### src/rtl/rand_cov_pkg.sv
package rand_cov_pkg;
  typedef enum logic [2:0] {
    ST_IDLE, ST_INIT, ST_CHECK, ST_APPLY, ST_WAIT, ST_SCAN, ST_DONE
  } ctrlState_t;

  typedef struct packed {
    logic load;      // latch configuration, arm pending store
    logic capture;   // accept detections, advance generator
    logic scanStep;  // move scan pointer
  } dpCmd_t;
endpackage

### src/rtl/rand_cov_dp.sv
module rand_cov_dp
  import rand_cov_pkg::*;
#(
  parameter int VEC_W     = 16,
  parameter int FAULTS    = 64,
  parameter int CAP_DEPTH = 4,
  parameter int VCNT_W    = 16,
  localparam int CNT_W    = $clog2(FAULTS + 1),
  localparam int IDX_W    = $clog2(FAULTS),
  localparam int PTR_W    = $clog2(CAP_DEPTH),
  localparam int PROD_W   = CNT_W + 8
) (
  input  logic              clk,
  input  logic              rstN,
  input  dpCmd_t            cmd,
  input  logic [VEC_W-1:0]  poly,
  input  logic [VEC_W-1:0]  seed,
  input  logic [CNT_W-1:0]  faultTotal,
  input  logic [6:0]        targetPct,
  input  logic [VCNT_W-1:0] maxVectors,
  input  logic [FAULTS-1:0] detectMask,
  input  logic              capPop,
  output logic [VEC_W-1:0]  testVec,
  output logic              covMet,
  output logic              exhausted,
  output logic              scanLast,
  output logic              scanHit,
  output logic [IDX_W-1:0]  scanIdx,
  output logic              capValid,
  output logic [VEC_W-1:0]  capVec,
  output logic [CNT_W-1:0]  detCount
);
  logic [VEC_W-1:0]  lfsr, lfsrNext, seedReg, polyReg;
  logic [CNT_W-1:0]  totalReg;
  logic [6:0]        targetReg;
  logic [VCNT_W-1:0] maxReg, vecCount;
  logic              wrapped;
  logic [FAULTS-1:0] pending, newHits;
  logic [CNT_W-1:0]  hitCount;
  logic [IDX_W-1:0]  scanPtr;
  logic [VEC_W-1:0]  capMem [CAP_DEPTH];
  logic [PTR_W-1:0]  wrPtr, rdPtr;
  logic [PTR_W:0]    capCount;
  logic              pushEn, popEn;

  function automatic logic [CNT_W-1:0] countHits(input logic [FAULTS-1:0] v);
    logic [CNT_W-1:0] c;
    c = '0;
    for (int i = 0; i < FAULTS; i++) c = c + CNT_W'(v[i]);
    return c;
  endfunction

  assign lfsrNext  = {lfsr[VEC_W-2:0], ^(lfsr & polyReg)};
  assign newHits   = pending & detectMask;
  assign hitCount  = countHits(newHits);
  assign covMet    = (PROD_W'(detCount) * PROD_W'(100)) >= (PROD_W'(targetReg) * PROD_W'(totalReg));
  assign exhausted = wrapped || (vecCount >= maxReg);
  assign scanLast  = (scanPtr == IDX_W'(FAULTS - 1));
  assign scanHit   = pending[scanPtr];
  assign scanIdx   = scanPtr;
  assign testVec   = lfsr;
  assign pushEn    = cmd.capture && (hitCount != '0) && (capCount != (PTR_W+1)'(CAP_DEPTH));
  assign popEn     = capPop && (capCount != '0);
  assign capValid  = (capCount != '0);
  assign capVec    = capMem[rdPtr];

  always_ff @(posedge clk or negedge rstN) begin
    if (!rstN) begin
      lfsr <= '0; seedReg <= '0; polyReg <= '0; totalReg <= '0; targetReg <= '0;
      maxReg <= '0; vecCount <= '0; wrapped <= 1'b0; pending <= '0; detCount <= '0;
      scanPtr <= '0;
    end else if (cmd.load) begin
      lfsr <= seed; seedReg <= seed; polyReg <= poly; totalReg <= faultTotal;
      targetReg <= targetPct; maxReg <= maxVectors; vecCount <= '0; wrapped <= 1'b0;
      detCount <= '0; scanPtr <= '0;
      for (int i = 0; i < FAULTS; i++) pending[i] <= (i < int'(faultTotal));
    end else begin
      if (cmd.capture) begin
        pending  <= pending & ~detectMask;
        detCount <= detCount + hitCount;
        lfsr     <= lfsrNext;
        wrapped  <= (lfsrNext == seedReg);
        vecCount <= vecCount + 1'b1;
      end
      if (cmd.scanStep) scanPtr <= scanLast ? '0 : scanPtr + 1'b1;
    end
  end

  always_ff @(posedge clk or negedge rstN) begin
    if (!rstN) begin
      wrPtr <= '0; rdPtr <= '0; capCount <= '0;
      for (int i = 0; i < CAP_DEPTH; i++) capMem[i] <= '0;
    end else if (cmd.load) begin
      wrPtr <= '0; rdPtr <= '0; capCount <= '0;
    end else begin
      if (pushEn) begin
        capMem[wrPtr] <= lfsr;
        wrPtr <= wrPtr + 1'b1;
      end
      if (popEn) rdPtr <= rdPtr + 1'b1;
      capCount <= capCount + (PTR_W+1)'(pushEn) - (PTR_W+1)'(popEn);
    end
  end
endmodule

### src/rtl/rand_cov_fsm.sv
module rand_cov_fsm
  import rand_cov_pkg::*;
(
  input  logic   clk,
  input  logic   rstN,
  input  logic   start,
  input  logic   simDone,
  input  logic   covMet,
  input  logic   exhausted,
  input  logic   scanLast,
  input  logic   scanHit,
  output dpCmd_t cmd,
  output logic   netInit,
  output logic   vecValid,
  output logic   scanValid,
  output logic   done,
  output logic   busy
);
  ctrlState_t state, stateNext;

  always_comb begin
    stateNext = state;
    unique case (state)
      ST_IDLE:  if (start) stateNext = ST_INIT;
      ST_INIT:  stateNext = ST_CHECK;
      ST_CHECK: stateNext = (covMet || exhausted) ? ST_SCAN : ST_APPLY;
      ST_APPLY: stateNext = ST_WAIT;
      ST_WAIT:  if (simDone) stateNext = ST_INIT;
      ST_SCAN:  if (scanLast) stateNext = ST_DONE;
      ST_DONE:  stateNext = ST_IDLE;
      default:  stateNext = ST_IDLE;
    endcase
  end

  always_ff @(posedge clk or negedge rstN) begin
    if (!rstN) state <= ST_IDLE;
    else       state <= stateNext;
  end

  assign cmd.load     = (state == ST_IDLE) && start;
  assign cmd.capture  = (state == ST_WAIT) && simDone;
  assign cmd.scanStep = (state == ST_SCAN);
  assign netInit      = (state == ST_INIT);
  assign vecValid     = (state == ST_APPLY);
  assign scanValid    = (state == ST_SCAN) && scanHit;
  assign done         = (state == ST_DONE);
  assign busy         = (state != ST_IDLE);
endmodule

### src/rtl/rand_cov_ctrl.sv
module rand_cov_ctrl
  import rand_cov_pkg::*;
#(
  parameter int VEC_W     = 16,
  parameter int FAULTS    = 64,
  parameter int CAP_DEPTH = 4,
  parameter int VCNT_W    = 16,
  localparam int CNT_W    = $clog2(FAULTS + 1),
  localparam int IDX_W    = $clog2(FAULTS)
) (
  input  logic              clk,
  input  logic              rstN,
  input  logic              start,
  input  logic [VEC_W-1:0]  poly,
  input  logic [VEC_W-1:0]  seed,
  input  logic [CNT_W-1:0]  faultTotal,
  input  logic [6:0]        targetPct,
  input  logic [VCNT_W-1:0] maxVectors,
  input  logic              simDone,
  input  logic [FAULTS-1:0] detectMask,
  input  logic              capPop,
  output logic              netInit,
  output logic              vecValid,
  output logic [VEC_W-1:0]  testVec,
  output logic              busy,
  output logic              capValid,
  output logic [VEC_W-1:0]  capVec,
  output logic              scanValid,
  output logic [IDX_W-1:0]  scanIdx,
  output logic              done,
  output logic [CNT_W-1:0]  detCount
);
  dpCmd_t cmd;
  logic covMet, exhausted, scanLast, scanHit;

  rand_cov_fsm fsm (
    .clk(clk), .rstN(rstN), .start(start), .simDone(simDone),
    .covMet(covMet), .exhausted(exhausted), .scanLast(scanLast), .scanHit(scanHit),
    .cmd(cmd), .netInit(netInit), .vecValid(vecValid), .scanValid(scanValid),
    .done(done), .busy(busy)
  );

  rand_cov_dp #(.VEC_W(VEC_W), .FAULTS(FAULTS), .CAP_DEPTH(CAP_DEPTH), .VCNT_W(VCNT_W)) dp (
    .clk(clk), .rstN(rstN), .cmd(cmd), .poly(poly), .seed(seed),
    .faultTotal(faultTotal), .targetPct(targetPct), .maxVectors(maxVectors),
    .detectMask(detectMask), .capPop(capPop), .testVec(testVec), .covMet(covMet),
    .exhausted(exhausted), .scanLast(scanLast), .scanHit(scanHit), .scanIdx(scanIdx),
    .capValid(capValid), .capVec(capVec), .detCount(detCount)
  );
endmodule

### config.mk
export PLATFORM = sky130hd
export DESIGN_NAME = rand_cov_ctrl
export DESIGN_NICKNAME = d
export VERILOG_FILES = /design/src/rtl/rand_cov_pkg.sv /design/src/rtl/rand_cov_dp.sv /design/src/rtl/rand_cov_fsm.sv /design/src/rtl/rand_cov_ctrl.sv
export SDC_FILE = /design/constraint.sdc
export NUM_CORES = 1
export LEC_CHECK = 0
export ABC_AREA = 1
export CAP_MARGIN = 0
export CORE_MARGIN = 4
export CORE_UTILIZATION = 60
export DETAILED_ROUTE_END_ITERATION = 16
export PLACE_DENSITY = 0.84
export RECOVER_POWER = 50
export SYNTH_ARGS = -nofsm -noshare
export SYNTH_HDL_FRONTEND = slang
export SYNTH_HIERARCHICAL = 1
export SYNTH_SLANG_ARGS = --single-unit
### constraint.sdc
create_clock -name clk -period 18.35 [get_ports clk]
set_input_delay 3.67 -clock clk [delete_from_list [all_inputs] [get_ports clk]]
set_output_delay 3.67 -clock clk [all_outputs]
set_load 0.01 [all_outputs]
Yosys cells after proc, flatten, opt, wreduce, memory -nomap -nowiden
Index checks and enable logic that the tools add are counted.

operators by class
  muxes and demuxes = 31
  reductions and logical operators = 20
  multipliers = 2
  add/subtract/negate cells = 70
  $lt $le $gt $ge = 70
  bitwise gates (word level) = 7
  equal/unequal tests = 12

operators by type and width
  kind                                                count
  adder 7 x 1 -> 7 bit                                62
  < comparator 6 x 7 -> 1 bit (first input constant)  32
  AND 64 bit                                          2
  two-way mux 64 bit                                  2
  < comparator 5 x 7 -> 1 bit (first input constant)  16
  two-way mux 16 bit                                  7
  bitwise mux 64 bit                                  1
  inverter 64 bit                                     1
  < comparator 4 x 7 -> 1 bit (first input constant)  8
  binary-select mux 16 bit (select 2 bit)             1
  demux 16 bit (select 2 bit)                         1
  < comparator 3 x 7 -> 1 bit (first input constant)  4
  two-way mux 6 bit                                   3
  one-hot mux 3 bit (6 select lines)                  1
  adder 16 x 1 -> 16 bit (second input constant)      1
  AND 16 bit                                          1
  equality test 16 bit                                1
  >= comparator 16 bit                                1
  XOR reduction 16 bit                                1
  two-way mux 3 bit                                   5
  >= comparator 14 bit                                1
  < comparator 1 x 7 -> 1 bit (first input constant)  2
  < comparator 2 x 7 -> 1 bit (first input constant)  2
  multiplier 7 x 7 -> 14 bit                          1
  other kinds (31)                                    55

word-level totals
  logic and storage cells = 231
  bits in registers = 246
  input port bits = 131
  output and inout port bits = 51

Depth between registers and ports, before layout
  depth after elaboration = 70
  depth in mapped cells = 31
  gate-level depth less buffers = 31

Modules after synthesis
The synthesis kept the hierarchy.

modules (own cells, without submodules)
  module        area an instance (sq um)  cells each  sequential area each (sq um)  instances
  rand_cov_dp   16836.1                   2216        6080.8                        1
  rand_cov_fsm  244.0                     41          75.1                          1

Worst setup path before layout
OpenSTA, ideal clock, no wires.

  path type = input to register
  from = input port detectMask[5]
  to = register dp.capCount[2]
  required time = 18.226 ns
  library setup time = 0.124 ns
  stages on the path = 29
  slack = 7.728 ns
  path buffers = 0
  arrival time = 10.497 ns
  cells stage by stage = nand2_1 > inv_1 > fa_1 > inv_1 > fa_1 > inv_1 > fa_1 > fa_1 > fa_1 > fa_1 > fa_1 > fa_1 > ha_1 > inv_1 > fa_1 > inv_1 > or2_2 > nor2_1 > nand3_1 > nor2_1 > nand3_2 > nand2_1 > ha_1 > inv_1 > ha_1 > inv_1 > fa_1 > o21ai_0 > a21oi_1

between the ends
  longest elaborated chain between the ends = 66

RTL lines
  what                                RTL line             text
  from (decl)                         rand_cov_ctrl.sv:20  input logic [FAULTS-1:0] detectMask,
  AND 64 bit                          rand_cov_dp.sv:54    assign newHits = pending & detectMask;
  adder 7 x 1 -> 7 bit (59 in a row)  rand_cov_dp.sv:49    for (int i = 0; i < FAULTS; i++) c = c + CNT_W'(v[i]);
  nonzero test 7 bit                  rand_cov_dp.sv:62    assign pushEn = cmd.capture && (hitCount != '0) && (capCount != (PTR_W+1)'(CAP_DEPTH));
  logical AND 1 bit (2 in a row)      rand_cov_dp.sv:62
  adder 3 x 1 -> 3 bit                rand_cov_dp.sv:101   capCount <= capCount + (PTR_W+1)'(pushEn) - (PTR_W+1)'(popEn);
  subtractor 3 x 1 -> 3 bit           rand_cov_dp.sv:101
  two-way mux 3 bit                   rand_cov_dp.sv:93    end else if (cmd.load) begin
  to (signal assigned)                rand_cov_dp.sv:101
  to (decl)                           rand_cov_dp.sv:43    logic [PTR_W:0] capCount;

No other way between the ends.
A chain may end at the register's enable or synchronous reset.

==> results.sh <==
export IMPL_io_pins=182
export IMPL_startpoint_type="primary input"
export IMPL_rsz0062_at_grt="false"
export IMPL_fp_row_count=61
export IMPL_worstSetupPathType="in -> reg"
export IMPL_holdPathStages=2
export IMPL_netlist_area_leader_share_pct=36.04
export IMPL_worst_path_stages=10
export IMPL_final_cells=2787
export IMPL_ctsHoldBuffers=0
export IMPL_layout_drive_gt1_share_pct=2.781
export IMPL_synth_warnings=6
export IMPL_die_w_um=176.7
export IMPL_synth_avg_cell_area_um2=7.568
export IMPL_grt_use_met1_pct=42.03
export IMPL_antenna_found_initial=0
export IMPL_gp_congestion=0.9645
export IMPL_drt_wl_total_mm=49.43
export IMPL_async_flop_share_pct=100.0
export IMPL_path_max_fanout=62
export IMPL_run_status="complete, but fails checks"
export IMPL_reg2regPathDepth=10
export IMPL_gr_usage_met2_pct=52.34
export IMPL_cts_tree="yes"
export IMPL_tns_ns=0
export IMPL_synthTopCellsByArea="dfrtp_1, nand2_1, fa_1, ha_1, inv_1"
export IMPL_min_period_over_period_pct=64.71
export IMPL_critPathRequiredTime_ns=18.78
export IMPL_h_tree_depth=1
export IMPL_slew_headroom_pct=-235.2
export IMPL_grt_max_degree=95
export IMPL_hp_class="reg -> reg"
export IMPL_gr_max_usage_layer="met2"
export IMPL_root_buffer="clkbuf_16"
export IMPL_ys_flop_type="dfrtp_1"
export IMPL_cp_slowest_cell="clkinvlp_2"
export IMPL_ys_top_cells_by_count="nand2_1, inv_1, dfrtp_1"
export IMPL_final_hold_violation_count=0
export IMPL_cts_resized_gates=0
export IMPL_regArea_um2=6156
export IMPL_final_nets=2716
export IMPL_setup_viol=0
export IMPL_synth_seq_area_share_pct=36.04
export IMPL_clk_path_buf_depth=3
export IMPL_syn_nets=2585
export IMPL_dp_hpwl_mm=35.47
export IMPL_wl_per_cell_um=17.74
export IMPL_cts_setup_buffers=0
export IMPL_r2r_end="dp/pending[20]"
export IMPL_reg2reg_from="fsm/state[0]"
export IMPL_tightestPinTransition_ns=5.028
export IMPL_drt_pass1_iter_count=6
export IMPL_die_h_um=176.7
export IMPL_coreArea_um2=27930
export IMPL_grt_overflow=0
export IMPL_worst_setup_path_endpoint="dp/pending[20]"
export IMPL_grt_pass1_wl_mm=80.08
export IMPL_synth_seq_cells=246
export IMPL_rrSetupSlack_ns=9.45
export IMPL_post_place_cells=2737
export IMPL_startpoint="start"
export IMPL_grt_pass1_vias=15928
export IMPL_synth_most_common_cell="nand2_1"
export IMPL_critical_path_top_delay_family="buffers and inverters"
export IMPL_ant_nets=0
export IMPL_path_cells="dlygate4sd3_1, inv_1, nor2_1, clkbuf_1, clkinvlp_2, buf_4, buf_4, nor2_1, inv_1, o311ai_0"
export IMPL_violations="max-capacitance violations, max-slew violations"
export IMPL_met3_usage_pct=5.747
export IMPL_antenna_cells=0
export IMPL_synth_cell_types=38
export IMPL_drv_slew=424
export IMPL_multiInputGateArea_um2=9378
export IMPL_io_buffers=181
export IMPL_cap_viol_max_count=7
export IMPL_fin_worst_skew_ns=0.01728
export IMPL_clock_sinks=246
export IMPL_clk_pin_slew_worst_paths_ns=0.06
export IMPL_die_area_um2=31230
export IMPL_cts_made_buffers=27
export IMPL_synth_edf_count=0
export IMPL_postSynthCellCount=2257
export IMPL_cp_slowest_stage_delay_ns=2.36
export IMPL_worst_setup_path_end_kind="register"
export IMPL_clkLatencyLatePin_ns=0.56
export IMPL_period_minus_slack_ns=11.87
export IMPL_cp_data_arrival_time_ns=12.31
export IMPL_drtIter0Drc=1687
export IMPL_drc_errors=0
export IMPL_initial_utilization_pct=61.14
export IMPL_via_count=16161
export IMPL_via_per_inst=5.799
export IMPL_cp_num_buf_inv=7
export IMPL_nFillCells=2161
export IMPL_yosysTopAreaCell="dfrtp_1"
export IMPL_grtUsageTotal_pct=31.45
export IMPL_max_freq_mhz=84.22
export IMPL_synthesis_area_um2=17080
export IMPL_syn_to_final_growth_pct=17.27
## state kept, by name (all words and copies together), names as in the netlist, 6 cells and up
name          cells
dp/testVec       16
dp/targetReg      7
dp/detCount       7
dp/pending       64
dp/totalReg       7
dp/vecCount      16
dp/polyReg       16
dp/maxReg        16
dp/scanIdx        6
dp/seedReg       16
dp/capMem        64
## through the flow
stage | util (%) | worst slack [ns] | instance area [µm²] | hold slack (ns)
3_5_place_dp | 68.32 | 6.811 | 19080 | 0.4589
5_1_grt | 71.71 | 5.693 | 20030 | 0.4883
2_1_floorplan | - | 7.728 | 17080 | 0.4417
6_report | 71.71 | 6.476 | 20030 | 0.4709
4_1_cts | 71.83 | 7.368 | 20070 | 0.4751
3_3_place_gp | 68.32 | 6.957 | 19080 | 0.4548
## worst register-to-register path, stage by stage, from the launching register on
cell	delay, ns
dfrtp_1	0.46
nor2_2	0.17
nand2_1	0.08
nor2_1	1.42
clkbuf_1	2.14
clkinvlp_2	2.37
buf_4	0.76
buf_4	0.42
nor2_1	0.43
inv_1	0.20
o311ai_0	0.34
## final cells by class
class	count	share of cell area [%]
clock buffers	38	3.979
clock inverters	12	0.9245
inverters	315	5.909
multi-input cells	1608	46.82
flip-flops and latches	246	30.73
well taps	378	2.361
repair buffers	190	9.276
## logic make-up (layout without fill, tap and decap cells)
logic type,count (synthesis),in the layout,synth area share [%]
simple gates,1066,1066,25.00
fa+ha+maj,197,197,18.04
flops,246,246,36.04
buf+inv,403,555,9.098
compound gates,316,316,10.34
xor+xnor,29,29,1.487
## worst min path at each step
stage | start | to
5_1_grt | dp/polyReg[0] | dp/polyReg[0]
2_1_floorplan | dp/polyReg[14] | dp/polyReg[14]
6_report | dp/polyReg[0] | dp/polyReg[0]
3_5_place_dp | dp/polyReg[15] | dp/polyReg[15]
4_1_cts | dp/polyReg[1] | dp/polyReg[1]
3_3_place_gp | dp/polyReg[3] | dp/polyReg[3]
## cells in the final DEF, fill, tap and decap left out, types with 2 or more instances in the layout
cell / instances
a21oi_1: 49
a31oi_1: 12
buf_4: 5
bufinv_16: 4
clkbuf_1: 8
clkbuf_16: 27
clkbuf_8: 8
clkdlybuf4s50_1: 146
clkinv_1: 2
clkinv_2: 4
dfrtp_1: 246
dlygate4sd3_1: 34
fa_1: 82
ha_1: 115
inv_1: 310
inv_2: 2
nand2_1: 761
nand3_1: 100
nand3_2: 2
nand3b_1: 2
nand4_1: 17
nor2_1: 155
nor2_2: 3
nor2_4: 5
nor3_1: 16
nor4_1: 3
o2111ai_1: 2
o211ai_1: 18
o21ai_0: 180
o21bai_1: 4
o221ai_1: 13
o22ai_1: 31
o31ai_1: 2
xnor2_1: 12
xor2_1: 17
## routing by layer
| layer | part of all wire (%) | wire length (µm) |
|---|---|---|
| met1 | 38 | 18890 |
| met2 | 48 | 23490 |
| met3 | 11 | 5250 |
| met4 | 3.6 | 1804 |
| met5 | 0 | 0 |
Power is left out: the tool's default activity adds up to more than one toggle a clock period on the data nets, which glitch-free logic cannot reach.
